$ cat config.mk
export PLATFORM = sky130hd
export DESIGN_NAME = serial_rx_channel
export DESIGN_NICKNAME = d
export VERILOG_FILES = /design/src/rtl/srx_pkg.sv /design/src/rtl/srx_baud.sv /design/src/rtl/srx_frame.sv /design/src/rtl/srx_hold.sv /design/src/rtl/serial_rx_channel.sv
export SDC_FILE = /design/constraint.sdc
export NUM_CORES = 1
export LEC_CHECK = 0
export BUFFER_PORTS_ARGS = -buffer_cell sky130_fd_sc_hd__buf_2
export CAP_MARGIN = 20
export CORE_ASPECT_RATIO = 1.1
export CORE_MARGIN = 2
export CORE_UTILIZATION = 55
export CTS_CLUSTER_DIAMETER = 80
export CTS_CLUSTER_SIZE = 30
export DETAILED_ROUTE_END_ITERATION = 8
export PLACE_DENSITY = 0.72
export SYNTH_ARGS = -nofsm -noshare
export SYNTH_HDL_FRONTEND = slang
export SYNTH_SLANG_ARGS = --single-unit
$ cat constraint.sdc
create_clock -name clk -period 2.2 [get_ports clk]
set_input_delay 0.44 -clock clk [delete_from_list [all_inputs] [get_ports clk]]
set_output_delay 0.44 -clock clk [all_outputs]
set_load 0.03 [all_outputs]
$ cat src/rtl/srx_pkg.sv
package srx_pkg;

    localparam int CHAR_W = 8;
    localparam int REG_W  = 8;

    localparam logic [1:0] ADDR_DATA = 2'd0;
    localparam logic [1:0] ADDR_STAT = 2'd1;
    localparam logic [1:0] ADDR_CTRL = 2'd2;
    localparam logic [1:0] ADDR_DIV  = 2'd3;

    typedef enum logic [2:0] {
        ST_IDLE,
        ST_START,
        ST_DATA,
        ST_PARITY,
        ST_STOP
    } rx_state_e;

    // Control register layout, bit 3 down to bit 0
    typedef struct packed {
        logic len7;
        logic two_stop;
        logic par_odd;
        logic par_en;
    } rx_cfg_t;

    // Character handed from the frame sampler to the holding stage
    typedef struct packed {
        logic [CHAR_W-1:0] data;
        logic              par_err;
        logic              frm_err;
    } rx_char_t;

    // Parity mismatch: even wants total ones even, odd wants them odd
    function automatic logic parity_mismatch(input logic [CHAR_W-1:0] d,
                                             input logic pbit,
                                             input logic odd);
        return ((^d) ^ pbit) != odd;
    endfunction

endpackage

$ cat src/rtl/srx_baud.sv
module srx_baud #(
    parameter int DIV_W = 8
) (
    input  logic             clk,
    input  logic             rst,
    input  logic             run,
    input  logic [DIV_W-1:0] div,
    output logic             tick
);
    logic [DIV_W-1:0] cnt;

    assign tick = run && (cnt == div);

    // Counter is held at zero while idle, so every frame starts in phase
    always_ff @(posedge clk) begin
        if (rst || !run) begin
            cnt <= '0;
        end else if (cnt == div) begin
            cnt <= '0;
        end else begin
            cnt <= cnt + 1'b1;
        end
    end

    // with a non-zero divider, ticks never come back to back
    assert_tick_spacing_R9: assert property (@(posedge clk) disable iff (rst)
        (tick && div != '0 && $stable(div)) |=> !tick);

endmodule

$ cat src/rtl/srx_frame.sv
module srx_frame
    import srx_pkg::*;
#(
    parameter int OSR = 16
) (
    input  logic     clk,
    input  logic     rst,
    input  logic     rx_in,
    input  logic     tick,
    input  logic     par_en,
    input  logic     par_odd,
    input  logic     len7,
    output logic     run,
    output logic     done,
    output rx_char_t ch
);
    localparam int OS_W  = $clog2(OSR);
    localparam int IDX_W = $clog2(CHAR_W);
    localparam logic [OS_W-1:0]  MID_CNT  = OS_W'(OSR/2 - 1);
    localparam logic [OS_W-1:0]  LAST_CNT = OS_W'(OSR - 1);

    logic [1:0]        sync;
    logic              prev;
    logic              rx_s;
    logic              fall;
    rx_state_e         state;
    logic [OS_W-1:0]   os_cnt;
    logic [IDX_W-1:0]  bit_idx;
    logic [IDX_W-1:0]  last_idx;
    logic [CHAR_W-1:0] shreg;
    logic [CHAR_W-1:0] data_out;
    logic              par_bit;
    logic              mid_hit;
    logic              full_hit;

    assign rx_s     = sync[1];
    assign fall     = prev && !rx_s;
    assign mid_hit  = tick && (os_cnt == MID_CNT);
    assign full_hit = tick && (os_cnt == LAST_CNT);
    assign last_idx = len7 ? IDX_W'(CHAR_W - 2) : IDX_W'(CHAR_W - 1);
    assign run      = (state != ST_IDLE);

    always_ff @(posedge clk) begin
        if (rst) begin
            sync <= 2'b11;
            prev <= 1'b1;
        end else begin
            sync <= {sync[0], rx_in};
            prev <= rx_s;
        end
    end

    always_ff @(posedge clk) begin
        if (rst) begin
            state   <= ST_IDLE;
            os_cnt  <= '0;
            bit_idx <= '0;
            shreg   <= '0;
            par_bit <= 1'b0;
        end else begin
            case (state)
                ST_IDLE: begin
                    os_cnt <= '0;
                    if (fall) state <= ST_START;
                end
                ST_START: begin
                    if (mid_hit) begin
                        os_cnt  <= '0;
                        bit_idx <= '0;
                        state   <= rx_s ? ST_IDLE : ST_DATA;
                    end else if (tick) begin
                        os_cnt <= os_cnt + 1'b1;
                    end
                end
                ST_DATA: begin
                    if (full_hit) begin
                        os_cnt  <= '0;
                        shreg   <= {rx_s, shreg[CHAR_W-1:1]};
                        bit_idx <= bit_idx + 1'b1;
                        if (bit_idx == last_idx) state <= par_en ? ST_PARITY : ST_STOP;
                    end else if (tick) begin
                        os_cnt <= os_cnt + 1'b1;
                    end
                end
                ST_PARITY: begin
                    if (full_hit) begin
                        os_cnt  <= '0;
                        par_bit <= rx_s;
                        state   <= ST_STOP;
                    end else if (tick) begin
                        os_cnt <= os_cnt + 1'b1;
                    end
                end
                ST_STOP: begin
                    // The frame ends on the first stop bit in every format
                    if (full_hit) begin
                        os_cnt <= '0;
                        state  <= ST_IDLE;
                    end else if (tick) begin
                        os_cnt <= os_cnt + 1'b1;
                    end
                end
                default: state <= ST_IDLE;
            endcase
        end
    end

    assign done     = (state == ST_STOP) && full_hit;
    assign data_out = len7 ? {1'b0, shreg[CHAR_W-1:1]} : shreg;

    always_comb begin
        ch.data    = data_out;
        ch.par_err = par_en && parity_mismatch(data_out, par_bit, par_odd);
        ch.frm_err = !rx_s;
    end

    // completion always returns the sampler to idle, never to a second stop bit
    assert_frame_end_R4: assert property (@(posedge clk) disable iff (rst)
        done |=> (state == ST_IDLE));

    // a start bit found high at its centre is dropped
    assert_glitch_drop_R8: assert property (@(posedge clk) disable iff (rst)
        (state == ST_START && mid_hit && rx_s) |=> (state == ST_IDLE));

endmodule

$ cat src/rtl/srx_hold.sv
module srx_hold
    import srx_pkg::*;
(
    input  logic              clk,
    input  logic              rst,
    input  logic              done,
    input  rx_char_t          ch,
    input  logic              rd_data,
    input  logic              wr_stat,
    input  logic [2:0]        keep_mask,
    output logic [CHAR_W-1:0] data_q,
    output logic              full,
    output logic              pe,
    output logic              fe,
    output logic              ov
);
    // keep_mask order: {overrun, framing, parity}; a 0 bit clears that flag
    always_ff @(posedge clk) begin
        if (rst) begin
            data_q <= '0;
            full   <= 1'b0;
            pe     <= 1'b0;
            fe     <= 1'b0;
            ov     <= 1'b0;
        end else begin
            if (done) data_q <= ch.data;

            if (done)         full <= 1'b1;
            else if (rd_data) full <= 1'b0;

            if (done && ch.par_err)           pe <= 1'b1;
            else if (wr_stat && !keep_mask[0]) pe <= 1'b0;

            if (done && ch.frm_err)           fe <= 1'b1;
            else if (wr_stat && !keep_mask[1]) fe <= 1'b0;

            if (done && full && !rd_data)     ov <= 1'b1;
            else if (wr_stat && !keep_mask[2]) ov <= 1'b0;
        end
    end

    assert_full_on_load_R5: assert property (@(posedge clk) disable iff (rst)
        done |=> full);

    assert_read_clears_R5: assert property (@(posedge clk) disable iff (rst)
        (rd_data && !done) |=> !full);

    assert_overrun_set_R6: assert property (@(posedge clk) disable iff (rst)
        (done && full && !rd_data) |=> ov);

    assert_read_load_no_overrun_R10: assert property (@(posedge clk) disable iff (rst)
        (done && rd_data && !ov && !full) |=> !ov);

    assert_sticky_parity_R7: assert property (@(posedge clk) disable iff (rst)
        (pe && !(wr_stat && !keep_mask[0])) |=> pe);

    assert_set_beats_clear_R11: assert property (@(posedge clk) disable iff (rst)
        (done && ch.frm_err) |=> fe);

endmodule

$ cat src/rtl/serial_rx_channel.sv
module serial_rx_channel
    import srx_pkg::*;
#(
    parameter int         OSR       = 16,
    parameter logic [7:0] DIV_RESET = 8'd3
) (
    input  logic       clk,
    input  logic       rst,
    input  logic       rx_line,
    input  logic [1:0] reg_addr,
    input  logic       reg_wr,
    input  logic       reg_rd,
    input  logic [7:0] reg_wdata,
    output logic [7:0] reg_rdata,
    output logic       rx_full_req
);
    rx_cfg_t           cfg;
    logic [REG_W-1:0]  div_q;
    logic              run;
    logic              tick;
    logic              done;
    rx_char_t          ch;
    logic              rd_data;
    logic              wr_stat;
    logic [CHAR_W-1:0] data_q;
    logic              full, pe, fe, ov;

    assign rd_data = reg_rd && (reg_addr == ADDR_DATA);
    assign wr_stat = reg_wr && (reg_addr == ADDR_STAT);

    always_ff @(posedge clk) begin
        if (rst) begin
            cfg   <= '0;
            div_q <= DIV_RESET;
        end else if (reg_wr) begin
            if (reg_addr == ADDR_CTRL) cfg   <= rx_cfg_t'(reg_wdata[3:0]);
            if (reg_addr == ADDR_DIV)  div_q <= reg_wdata;
        end
    end

    srx_baud #(.DIV_W(REG_W)) u_baud (
        .clk  (clk),
        .rst  (rst),
        .run  (run),
        .div  (div_q),
        .tick (tick)
    );

    srx_frame #(.OSR(OSR)) u_frame (
        .clk     (clk),
        .rst     (rst),
        .rx_in   (rx_line),
        .tick    (tick),
        .par_en  (cfg.par_en),
        .par_odd (cfg.par_odd),
        .len7    (cfg.len7),
        .run     (run),
        .done    (done),
        .ch      (ch)
    );

    srx_hold u_hold (
        .clk       (clk),
        .rst       (rst),
        .done      (done),
        .ch        (ch),
        .rd_data   (rd_data),
        .wr_stat   (wr_stat),
        .keep_mask (reg_wdata[3:1]),
        .data_q    (data_q),
        .full      (full),
        .pe        (pe),
        .fe        (fe),
        .ov        (ov)
    );

    always_comb begin
        case (reg_addr)
            ADDR_DATA: reg_rdata = data_q;
            ADDR_STAT: reg_rdata = {4'b0, ov, fe, pe, full};
            ADDR_CTRL: reg_rdata = {4'b0, cfg};
            default:   reg_rdata = div_q;
        endcase
    end

    assign rx_full_req = full;

    // the request pin follows the buffer-full state after every load
    assert_req_on_load_R5: assert property (@(posedge clk) disable iff (rst)
        done |=> rx_full_req);

endmodule

After elaboration in Yosys (flattened, before gate mapping)
Index checks and enable logic that the tools add are counted.
{"block": "word_totals", "regBits": 54, "wordCells": 107, "inputBits": 15}
{"block": "op_classes", "mux": 27, "n_bitwise": 1, "n_addsub": 3, "reduce_logical": 40, "eq_ne": 18}
{"operator": "two-way mux 3 bit", "count": 9}
{"operator": "case mux 8 bit (3 select lines)", "count": 1}
{"operator": "logical AND 1 bit", "count": 15}
{"operator": "case mux 3 bit (5 select lines)", "count": 1}
{"operator": "two-way mux 4 bit", "count": 3}
{"operator": "!= test 2 x 1 -> 1 bit, second input constant", "count": 6}
{"operator": "case mux 4 bit (3 select lines)", "count": 1}
{"operator": "nonzero test 2 bit", "count": 5}
{"operator": "two-way mux 1 bit", "count": 9}
{"operator": "adder 8 x 1 -> 8 bit, second input constant", "count": 1}
{"operator": "== test 8 bit", "count": 1}
{"operator": "two-way mux 8 bit", "count": 1}
{"operator": "AND reduction 2 bit", "count": 4}
{"operator": "XOR reduction 8 bit", "count": 1}
{"operator": "== test 3 x 2 -> 1 bit, second input constant", "count": 2}
{"operator": "logical NOT 1 bit", "count": 6}
{"operator": "case mux 3 bit (2 select lines)", "count": 1}
{"operator": "AND reduction 6 bit", "count": 1}
{"operator": "nonzero test 3 bit", "count": 2}
{"operator": "adder 4 x 1 -> 4 bit, second input constant", "count": 1}
{"operator": "== test 2 bit, second input constant", "count": 2}
{"operator": "== test 4 x 3 -> 1 bit, second input constant", "count": 1}
{"operator": "== test 4 bit, second input constant", "count": 1}
{"operator": "adder 3 x 1 -> 3 bit, second input constant", "count": 1}
{"operator": "13 further kinds", "count": 13}

Longest topological paths before layout
Gate-level depths: netlist (run 1).
{"block": "logic_depth", "word_depth": 7, "depth_mapped": 8}

Cells and area by module
A second synthesis (run 1) with hierarchy kept.
{"block": "unflattened", "cells_unflattened": 311, "area_unflattened_um2": 2892.8}
{"mod": "srx_frame", "area_per_inst_um2": 1257.5, "n_inst": 1, "seq_area_each_um2": 440.4, "cells_each": 152}
{"mod": "serial_rx_channel", "area_per_inst_um2": 710.7, "n_inst": 1, "seq_area_each_um2": 240.2, "cells_each": 68}
{"mod": "srx_baud", "area_per_inst_um2": 476.7, "n_inst": 1, "seq_area_each_um2": 160.2, "cells_each": 47}
{"mod": "srx_hold", "area_per_inst_um2": 447.9, "n_inst": 1, "seq_area_each_um2": 240.2, "cells_each": 44}

Worst setup path after synthesis (run 1)
Ideal clock, no wire load.
{"block": "synth_timing", "path_kind": "reg-to-reg", "start": "register u_frame.os_cnt[0]", "end": "register u_frame.state[2]", "setup_slack_ns": 0.135, "n_path_buf": 1, "arrival_ns": 1.994, "setup_time_ns": 0.071, "stages_incl_launch_ff": 9, "cell_sequence": "dfxtp_1 > ha_1 > and2_1 > nor4b_1 > nand3_1 > and4_1 > clkbuf_1 > or4_1 > a21oi_1"}
{"block": "synth_via", "elab_chain_cells": 4, "word_cells_on_any_way": 9, "cone_classes": "eq/ne (6); reduce/logical (3)"}
{"item": "start, declared", "line_no": "srx_frame.sv:27", "text": "logic [OS_W-1:0] os_cnt;"}
{"item": "start signal, assigned", "line_no": "srx_frame.sv:72", "text": "os_cnt <= os_cnt + 1'b1;"}
{"item": "start signal, assigned", "line_no": "srx_frame.sv:82", "text": "os_cnt <= os_cnt + 1'b1;"}
{"item": "start signal, assigned", "line_no": "srx_frame.sv:91", "text": "os_cnt <= os_cnt + 1'b1;"}
{"item": "== test 4 bit / == test 4 x 3 -> 1 bit (equally long branches)", "line_no": "srx_frame.sv:39, srx_frame.sv:38"}
{"item": "logical AND 1 bit (on tied branches)", "line_no": "srx_frame.sv:39, srx_frame.sv:38"}
{"item": "!= test 2 x 1 -> 1 bit (no line)"}
{"item": "AND reduction 6 bit (no line) *"}
{"item": "end signal, assigned", "line_no": "srx_frame.sv:70", "text": "state <= rx_s ? ST_IDLE : ST_DATA;"}
{"item": "end signal, assigned", "line_no": "srx_frame.sv:80", "text": "if (bit_idx == last_idx) state <= par_en ? ST_PARITY : ST_STOP;"}
{"item": "end, declared", "line_no": "srx_frame.sv:26", "text": "rx_state_e state;"}
Mark *: on every way between the ends. The rest lies on a longest branch, timed or not.
A chain may end at the register's enable or synchronous reset.

Worst setup path in the final report (run 1)
{"block": "layout_timing", "start": "register u_baud.cnt[4]", "end": "register u_frame.shreg[6]"}
{"block": "layout_via", "elab_chain_cells": 4}
{"item": "start, declared", "line_no": "srx_baud.sv:10", "text": "logic [DIV_W-1:0] cnt;"}
{"item": "start signal, assigned", "line_no": "srx_baud.sv:21", "text": "cnt <= cnt + 1'b1;"}
{"item": "== test 8 bit", "line_no": "srx_baud.sv:12", "text": "assign tick = run && (cnt == div);"}
{"item": "logical AND 1 bit", "line_no": "srx_baud.sv:12"}
{"item": "logical AND 1 bit", "line_no": "srx_frame.sv:39", "text": "assign full_hit = tick && (os_cnt == LAST_CNT);"}
{"item": "AND reduction 2 bit (no line)"}
{"item": "end signal, assigned", "line_no": "srx_frame.sv:78", "text": "shreg <= {rx_s, shreg[CHAR_W-1:1]};"}
{"item": "end, declared", "line_no": "srx_frame.sv:30", "text": "logic [CHAR_W-1:0] shreg;"}
Every way passes these cells.

==> results of run 1 <==
-- through the flow --
stage          setup WS, ps  utilization  power, uW  cell area, um^2  std cells
3_5_place_dp           81.4        0.609       1150             2810        367
6_report                147        0.639       1820             2950        375
3_3_place_gp            101        0.609       1150             2810        367
2_1_floorplan           135            -       1110             2640        300
5_1_grt                35.0        0.639       1890             2950        375
4_1_cts                47.5        0.634       1830             2930        375
-- per-layer routing --
metal,GRT usage,part of all wire,vias to the layer above
met2,0.330,0.46,31
met1,0.288,0.49,995
met4,0.0827,0.017,0
met3,0.0394,0.028,8
li1,-,-,1091
met5,0,0,-
-- report_power, final --
| group | internal [uW] | leakage [uW] | switching, uW | total [uW] |
|---|---|---|---|---|
| combinational | 50.4 | 0.000626 | 75.1 | 125 |
| clock | 347 | 0.0000591 | 346 | 693 |
| sequential | 989 | 0.000437 | 13.8 | 1000 |
| total | 1390 | 0.00112 | 435 | 1820 |
-- cell usage in the layout, fill, tap and decap left out, types with 6 or more instances in the layout --
master / n
mux2i_1: 19
a211oi_1: 8
xor2_1: 14
o21ai_0: 13
dfxtp_1: 53
nand2_1: 27
a21oi_1: 21
nor2_1: 38
xnor2_1: 10
nand3_1: 10
buf_2: 23
nand3b_1: 6
-- logic make-up (layout without fill, tap and decap cells) --
kind of cell	count (synthesis)	in the layout	share of synthesized area
AND/OR/NAND/NOR	119	119	0.231
AO/OA/AOI/OAI	55	55	0.126
flip-flops	54	54	0.409
XOR/XNOR	24	24	0.0796
multiplexers	23	23	0.106
buffers and inverters	22	41	0.0332
adder cells (fa/ha/maj)	3	3	0.0142
-- repair_timing --
item,in CTS,in global routing
endpoints found under the hold margin,0,0
gates resized for setup,0,4
buffers inserted,0,0
setup endpoints to repair,0,14
-- worst max-delay path by stage --
stage,to,slack (ps),from,depth (start not counted)
2_1_floorplan,u_frame.state[2],130,u_frame.os_cnt[0],8
3_3_place_gp,u_frame.state[2],100,u_frame.os_cnt[0],7
3_5_place_dp,u_frame.shreg[6],80,u_baud.cnt[0],7
4_1_cts,u_frame.state[2],50,u_frame.os_cnt[0],7
5_1_grt,u_frame.shreg[7],40,u_baud.cnt[0],7
6_report,u_frame.shreg[6],150,u_baud.cnt[4],7
-- registers in the layout, summed over array words and instances (netlist names) --
| name | cells |
|---|---|
| div_q | 8 |
| u_baud.cnt | 8 |
| u_frame.shreg | 8 |
| u_hold.data_q | 8 |
| cfg | 4 |
| u_frame.os_cnt | 4 |
| u_frame.bit_idx | 3 |
| u_frame.state | 3 |
| u_frame.sync | 2 |
| u_frame.par_bit | 1 |
| u_frame.prev | 1 |
| u_hold.fe | 1 |
| u_hold.full | 1 |
| u_hold.ov | 1 |
| u_hold.pe | 1 |
-- final cells by class --
| type | count | area share |
|---|---|---|
| multi-input combinational | 224 | 0.507 |
| sequential | 54 | 0.367 |
| tap | 56 | 0.0237 |
| timing repair buffer | 29 | 0.0585 |
| clock inverter | 3 | 0.0161 |
| clock buffer | 5 | 0.0233 |
| inverter | 4 | 0.00508 |
==> results by group, run 1 <==
Die
  • Die area: 5370 um^2
  • Core area: 4620 um^2
  • Num rows: 26
  • Die W: 70.1 um
  • I/O pin total: 24
  • Initial Utilization: 0.572
  • Chip Height: 76.7 um

Detailed routing
  • First drt pass iteration count: 4
  • Routed WL: 5.48 mm
  • Routed vias: 2125
  • Via/cell ratio: 5.67
  • Avg WL per Cell: 14.6 um
  • Antenna violation net count after detailed routing: 0
  • DRC viols: 0
  • Initial drt markers: 89

Setup path
  • Startpoint Class: register
  • Crit path DAT: 2250 ps
  • Worst stage delay on the critical path: 430 ps
  • Critical path class: register to register
  • CP endpoint kind: register
  • Worst r2r src: u_baud.cnt[4]
  • Critical-path cell list: xor2_1, nor4_4, nand3_1, nor4b_2, buf_4, mux2i_1, nor2_1
  • Worst EP required: 2400 ps
  • Crit Reg-Reg Endpoint: u_frame.shreg[6]
  • Worst Path Buf+Inv: 1
  • Delay-heaviest family, CP: simple AND/OR/NAND/NOR gates
  • Depth of the most critical reg-to-reg path: 7
  • Reg2Reg Setup Slack: 150 ps
  • Crit path max fanout: 10
  • Slowest-stage cell, CP: dfxtp_1

Clocking
  • Clock tree sinks: 54
  • CTS Buf Count: 5
  • CTS tree: done
  • Clk pin slew, worst setup/hold paths: 100 ps
  • Clk Latency, worst-skew pair: 320 ps
  • Root Buffer: clkbuf_8
  • Max Buffers Root-to-Sink: 2
  • Htree depth: 2
  • Hold_buf cts: 0

Cells and area
  • Syn-to-layout area delta: 11.8%
  • Share of cells above drive strength 1: 0.166
  • Multi-input gate area: 1500 um^2
  • Fillers: 422
  • # diodes: 0
  • Reg area: 1080 um^2
  • Fin nets: 336

Flow run
  • Max-cap violation count: 0

Yosys
  • Synth warnings: 0
  • Ys async rst share: 0
  • Synthesized area per cell: 8.80 um^2
  • Synth cell types: 42
  • Commonest cells in the netlist: 54 x dfxtp_1, 38 x nor2_1, 27 x nand2_1, 21 x a21oi_1, 19 x mux2i_1
  • Ranking of synthesized cells by area: dfxtp_1 41%, mux2i_1 7.2%, nor2_1 5.4%
  • Number of synthesized flops with an enable pin: 0
  • Register bit total from synthesis: 54
  • Syn Inst Count: 300
  • Count leader, synth: dfxtp_1
  • Synth Cell Area: 2640 um^2
  • Area leader, netlist: dfxtp_1
  • Net Count, Synth: 318
  • Register area share after synthesis: 0.409
  • Top cell type's share of synthesized area: 0.409
  • Predominant post-synthesis flop cell: dfxtp_1

GRT
  • Largest net degree at the start of global routing: 35
  • Initial antenna violation count: 0
  • Vias in the first global route: 1872
  • Global-route wire length before repair: 9.07 mm
  • Global Route Usage Sum: 0.211
  • Grt total ovfl: 0

Placed design
  • PortBufs: 23
  • DPL Wire Length: 3.95 mm
  • Gpl congestion: 0.849

Timing
  • Layout Skew: 9.18 ps
  • Period utilisation layout: 0.933
  • Achievable clock frequency: 0.487 GHz
  • Min cycle time layout: 2050 ps
  • Min Hold Slack: 305 ps
  • RSZ-0062 raised after global routing: false
  • Slew margin rel.: 0.655
  • Worst slew pin tran: 517 ps
  • Final hold viol count: 0
  • Setup Total Neg Slack: 0 ps
  • Final Slew Violations: 0
  • Final setup viols: 0

Worst hold path
  • Min-delay worst type: input port to register
  • Hold path depth: 2
  • Hold Path End: u_frame.sync[0]
  • HP Start: rx_line

Power and ir drop
  • Total power per unit cell area: 617 nW/um^2
  • Pleak: 0.00112 uW
  • Max VDD drop: 425 uV

Run status
  • Status: finished, final reports clean
Power figures use the tool's default switching activity.
==> run 2, diff against run 1 <==
- clock period: 2.2 -> 2.45 ns (I/O delays scaled with it)
==> run 2 against run 1 <==
Register-to-register slack better by 50 ps. Sequential share of layout area is 0.73 points higher. Non-clock buffer count is 1 lower. Routed wire length is 2.9% lower. Worst setup slack better by 50 ps. Critical path depth stayed put. Critical path type unchanged. Critical endpoint is now u_frame.state[2].
==> results by group, run 2 (synthesized netlist as in run 1, its figures left out) <==
Run status
  • Status: finished, final reports clean (unchanged)

Timing
  • Achievable clock frequency: 0.444 GHz (was 0.487 GHz)
  • Slew margin rel.: 0.690 (was 0.655)
  • Layout Skew: 7.22 ps (was 9.18 ps)
  • Period utilisation layout: 0.920 (was 0.933)
  • Worst slew pin tran: 461 ps (was 517 ps)
  • Slack of the critical path: 197 ps (was 147 ps)
  • Final Slew Violations: 0 (unchanged)
  • RSZ-0062 raised after global routing: false (unchanged)
  • Min cycle time layout: 2250 ps (was 2050 ps)
  • Final hold viol count: 0 (unchanged)
  • Setup Total Neg Slack: 0 ps (unchanged)
  • Final setup viols: 0 (unchanged)

Die
  • Die area: 5370 um^2 (unchanged)
  • Chip Height: 76.7 um (unchanged)
  • I/O pin total: 24 (unchanged)
  • Initial Utilization: 0.572 (unchanged)
  • Die W: 70.1 um (unchanged)
  • Num rows: 26 (unchanged)
  • Core area: 4620 um^2 (unchanged)

Detailed routing
  • Routed vias: 2121 (was 2125)
  • Avg WL per Cell: 14.2 um (was 14.6 um)
  • Via/cell ratio: 5.67 (about the same)
  • Initial drt markers: 169 (was 89)
  • DRC viols: 0 (unchanged)
  • First drt pass iteration count: 4 (unchanged)
  • Routed WL: 5.33 mm (was 5.48 mm)
  • Antenna violation net count after detailed routing: 0 (unchanged)

GRT
  • Global Route Usage Sum: 0.206 (was 0.211)
  • Largest net degree at the start of global routing: 29 (was 35)
  • Initial antenna violation count: 0 (unchanged)
  • Global-route wire length before repair: 8.94 mm (was 9.07 mm)
  • Vias in the first global route: 1900 (was 1872)
  • Grt total ovfl: 0 (unchanged)

Power and ir drop
  • Total power per unit cell area: 531 nW/um^2 (was 617 nW/um^2)
  • Switching share of power: 0.241 (was 0.239)
  • Pleak: 0.00110 uW (was 0.00112 uW)
  • Share of total power in the clock network: 0.343 (was 0.381)
  • Net switching power: 370 uW (was 435 uW)
  • Seq pwr share: 0.587 (was 0.550)
  • Combinational Power Share: 0.069 (about the same)
  • Int Pwr: 1160 uW (was 1390 uW)
  • Max VDD drop: 323 uV (was 425 uV)

Cells and area
  • Multi-input gate area: 1470 um^2 (was 1500 um^2)
  • # diodes: 0 (unchanged)
  • Fin nets: 335 (was 336)
  • Syn-to-layout area delta: 9.47% (was 11.8%)
  • Reg area: 1080 um^2 (about the same)
  • Fillers: 423 (was 422)
  • Commonest non-fill, non-tap cells in the layout: 54 x dfxtp_1, 38 x nor2_1, 27 x nand2_1 (was 53 x dfxtp_1, 38 x nor2_1, 27 x nand2_1)
  • Commonest non-fill, non-tap cell in the layout: dfxtp_1 (unchanged)
  • Share of cells above drive strength 1: 0.157 (was 0.166)

Clocking
  • Htree depth: 2 (unchanged)
  • Hold_buf cts: 0 (unchanged)
  • CTS Buf Count: 5 (unchanged)
  • Clk pin slew, worst setup/hold paths: 90 ps (was 100 ps)
  • Clock tree sinks: 54 (unchanged)
  • Root Buffer: clkbuf_8 (unchanged)
  • Post-CTS setup repair buffer count: 0 (unchanged)
  • Clk Latency, worst-skew pair: 310 ps (was 320 ps)
  • CTS tree: done (unchanged)
  • Max Buffers Root-to-Sink: 2 (unchanged)
  • Post-cts sizing count: 0 (unchanged)

Setup path
  • Critical path class: register to register (unchanged)
  • Crit path DAT: 2490 ps (was 2250 ps)
  • Worst Path Buf+Inv: 0 (was 1)
  • Startpoint Class: register (unchanged)
  • CP endpoint kind: register (unchanged)
  • Crit path max fanout: 7 (was 10)
  • Delay-heaviest family, CP: simple AND/OR/NAND/NOR gates (unchanged)
  • Worst stage delay on the critical path: 530 ps (was 430 ps)
  • Slowest-stage cell, CP: or4_1 (was dfxtp_1)
  • Reg2Reg Setup Slack: 200 ps (was 150 ps)
  • Worst EP required: 2690 ps (was 2400 ps)
  • Worst r2r src: u_frame.os_cnt[0] (was u_baud.cnt[4])
  • Crit Reg-Reg Endpoint: u_frame.state[2] (was u_frame.shreg[6])
  • Depth of the most critical reg-to-reg path: 7 (unchanged)
  • Critical-path cell list: ha_1, and2_1, nor4b_1, nand3_1, and4_1, or4_1, a21oi_1 (was xor2_1, nor4_4, nand3_1, nor4b_2, buf_4, mux2i_1, nor2_1)

Worst hold path
  • HP Start: rx_line (unchanged)
  • Hold Path End: u_frame.sync[0] (unchanged)
  • Min-delay worst type: input port to register (unchanged)
  • Hold path depth: 2 (unchanged)

Placed design
  • PortBufs: 23 (unchanged)
  • Pre-CTS setup slack: 288 ps (was 81.4 ps)
  • Gpl congestion: 0.810 (was 0.849)
  • DPL Wire Length: 3.85 mm (was 3.95 mm)

Flow run
  • Max-cap violation count: 0 (unchanged)
==> run 2: stage by stage <==
stage,total power [uW],hold WS [ps],cells,util,area [um^2]
after detailed placement,1030,392,366,0.604,2790
after global routing,1600,351,374,0.626,2890
final,1530,362,374,0.626,2890
after CTS,1550,354,374,0.626,2890
after floorplan,994,389,300,-,2640
after global placement,1030,396,366,0.604,2790
==> run 2: cell type report <==
type / count / area share
multi-input combinational: 224 / 0.509
sequential: 54 / 0.374
timing repair buffer: 28 / 0.0528
clock buffer: 6 / 0.0286
tap: 56 / 0.0242
clock inverter: 2 / 0.00606
inverter: 4 / 0.00519
==> run 2: worst max path at each step <==
stage / from / to / cells after the start
after detailed placement: div_q[2] / u_frame.shreg[4] / 7
after CTS: u_frame.os_cnt[0] / u_frame.state[2] / 7
after global placement: u_baud.cnt[0] / u_frame.shreg[4] / 7
final: u_frame.os_cnt[0] / u_frame.state[2] / 7
after global routing: u_frame.os_cnt[0] / u_frame.state[2] / 7
after floorplan: u_frame.os_cnt[0] / u_frame.state[2] / 8
==> run 2: per-layer routing <==
layer / routed length [um] / vias up / track usage / part of all wire
met5: 0 / - / 0 / 0
met3: 172 / 8 / 0.0434 / 0.032
met1: 2620 / 998 / 0.281 / 0.49
met4: 92 / 0 / 0.0769 / 0.017
li1: - / 1084 / - / -
met2: 2450 / 31 / 0.323 / 0.46
==> run 2: power by group through the flow <==
stage | combinational [uW] | sequential (uW) | clock (uW)
final | 106 | 901 | 527
after global routing | 118 | 903 | 579
after CTS | 107 | 901 | 542
after detailed placement | 106 | 921 | 0
after global placement | 105 | 921 | 0
after floorplan | 79.4 | 915 | 0
==> run 3, diff against run 2 <==
- CORE_MARGIN: 2 -> default
- CORE_UTILIZATION: 55 -> 36
- PLACE_DENSITY: 0.72 -> 0.5
==> run 3 against run 2 <==
Critical path depth did not move. Count of clock-buffer cells in the layout unchanged. Clock power is 2% higher. Critical path type unchanged. Highest routed layer unchanged.
==> results by group, run 3 (synthesized netlist as in run 1, its figures left out) <==
Setup path
  • Crit Reg-Reg Endpoint: u_frame.state[2] (unchanged)
  • Worst Path Buf+Inv: 0 (unchanged)
  • Delay-heaviest family, CP: simple AND/OR/NAND/NOR gates (unchanged)
  • Critical-path cell list: ha_1, and2_1, nor4b_1, nand3_1, and4_1, or4_1, a21oi_1 (unchanged)
  • Worst stage delay on the critical path: 540 ps (was 530 ps)
  • Slowest-stage cell, CP: or4_1 (unchanged)
  • Crit path DAT: 2430 ps (was 2490 ps)
  • Critical Path Start: u_frame.os_cnt[0] (unchanged)
  • Crit path max fanout: 7 (unchanged)
  • Critical path class: register to register (unchanged)
  • Startpoint Class: register (unchanged)
  • CP endpoint kind: register (unchanged)
  • Reg2Reg Setup Slack: 260 ps (was 200 ps)
  • Depth of the most critical reg-to-reg path: 7 (unchanged)
  • Worst r2r src: u_frame.os_cnt[0] (unchanged)
  • Worst EP required: 2700 ps (was 2690 ps)

Flow run
  • Max-cap violation count: 0 (unchanged)

GRT
  • Global Route Usage Sum: 0.158 (was 0.206)
  • Global-route wire length before repair: 9.66 mm (was 8.94 mm)
  • Vias in the first global route: 1919 (was 1900)
  • Grt total ovfl: 0 (unchanged)
  • Initial antenna violation count: 0 (unchanged)
  • Largest net degree at the start of global routing: 33 (was 29)

Die
  • Die area: 7680 um^2 (was 5370 um^2)
  • Core area: 7050 um^2 (was 4620 um^2)
  • Num rows: 32 (was 26)
  • I/O pin total: 24 (unchanged)
  • Die W: 83.7 um (was 70.1 um)
  • Initial Utilization: 0.375 (was 0.572)
  • Chip Height: 91.8 um (was 76.7 um)

Cells and area
  • Commonest non-fill, non-tap cells in the layout: 54 x dfxtp_1, 38 x nor2_1, 27 x nand2_1 (unchanged)
  • Fin nets: 336 (was 335)
  • Final instance area: 2940 um^2 (was 2890 um^2)
  • Commonest non-fill, non-tap cell in the layout: dfxtp_1 (unchanged)
  • Syn-to-layout area delta: 11.1% (was 9.47%)
  • Share of cells above drive strength 1: 0.160 (was 0.157)
  • # diodes: 0 (unchanged)

Clocking
  • Max Buffers Root-to-Sink: 2 (unchanged)
  • Htree depth: 2 (unchanged)
  • Clock tree sinks: 54 (unchanged)
  • CTS tree: done (unchanged)
  • Clk pin slew, worst setup/hold paths: 90 ps (about the same)
  • Post-cts sizing count: 0 (unchanged)
  • CTS Buf Count: 5 (unchanged)
  • Hold_buf cts: 0 (unchanged)
  • Root Buffer: clkbuf_8 (unchanged)
  • Clk Latency, worst-skew pair: 310 ps (about the same)
  • Post-CTS setup repair buffer count: 0 (unchanged)

Timing
  • RSZ-0062 raised after global routing: false (unchanged)
  • Min Hold Slack: 359 ps (was 362 ps)
  • Final Slew Violations: 0 (unchanged)
  • Layout Skew: 8.57 ps (was 7.22 ps)
  • Final setup viols: 0 (unchanged)
  • Final hold viol count: 0 (unchanged)
  • Setup Total Neg Slack: 0 ps (unchanged)
  • Worst slew pin tran: 486 ps (was 461 ps)
  • Slew margin rel.: 0.676 (was 0.690)
  • Min cycle time layout: 2190 ps (was 2250 ps)
  • Achievable clock frequency: 0.457 GHz (was 0.444 GHz)
  • Period utilisation layout: 0.893 (was 0.920)

Detailed routing
  • Via/cell ratio: 5.21 (was 5.67)
  • DRC viols: 0 (unchanged)
  • First drt pass iteration count: 4 (unchanged)
  • Routed WL: 5.80 mm (was 5.33 mm)
  • Initial drt markers: 108 (was 169)
  • Routed vias: 2104 (was 2121)
  • Antenna violation net count after detailed routing: 0 (unchanged)
  • Avg WL per Cell: 14.4 um (was 14.2 um)

Worst hold path
  • Hold Path End: u_frame.sync[0] (unchanged)
  • Hold path depth: 2 (unchanged)
  • HP Start: rx_line (unchanged)
  • Min-delay worst type: input port to register (unchanged)

Placed design
  • Gpl congestion: 0.771 (was 0.810)
  • DPL Wire Length: 4.24 mm (was 3.85 mm)
  • PortBufs: 23 (unchanged)
  • Placed Area: 2840 um^2 (was 2790 um^2)

Power and ir drop
  • Pleak: 0.00110 uW (about the same)
  • Max VDD drop: 248 uV (was 323 uV)
  • Total power per unit cell area: 526 nW/um^2 (was 531 nW/um^2)

Run status
  • Status: finished, final reports clean (unchanged)
run 3: cell types whose count changed in the layout (fill, tap and decap cells not counted), sizes merged:
cell,previous run,this run
buf,28,29
run 3: area by class of cell:
| class | instances | area [um^2] |
|---|---|---|
| fillers | 737 | 4110 |
| multi-input cells | 224 | 1470 |
| flip-flops and latches | 54 | 1080 |
| repair buffers | 29 | 160 |
| well taps | 85 | 106 |
| clock buffers | 6 | 82.6 |
| clock inverters | 2 | 17.5 |
| inverters | 4 | 15.0 |
run 3: worst max-delay path by stage:
stage                             endpoint  cells past startpoint
after global placement    u_frame.shreg[0]                      7
after CTS                 u_frame.shreg[7]                      7
after global routing      u_frame.state[2]                      7
after floorplan           u_frame.state[2]                      8
after detailed placement  u_frame.shreg[7]                      7
final                     u_frame.state[2]                      7
run 3: report_power, final:
group	switching, uW	internal, uW
clock network	302	233
logic	66.7	43.8
registers	11.0	888
total	379	1160
run 3: stage by stage:
step / power, uW / worst slack, ps / util / instances
2_1_floorplan: 994 / 385 / - / 300
4_1_cts: 1560 / 243 / 0.417 / 404
3_3_place_gp: 1030 / 296 / 0.402 / 396
3_5_place_dp: 1030 / 272 / 0.402 / 396
6_report: 1540 / 263 / 0.417 / 404
5_1_grt: 1620 / 69.6 / 0.417 / 404
run 3: per-layer routing:
layer	GRT usage	part of all wire	wire, um
met1	0.223	0.51	2960
met2	0.240	0.45	2600
met3	0.0351	0.030	175
met4	0.0466	0.012	68
met5	0	0	0
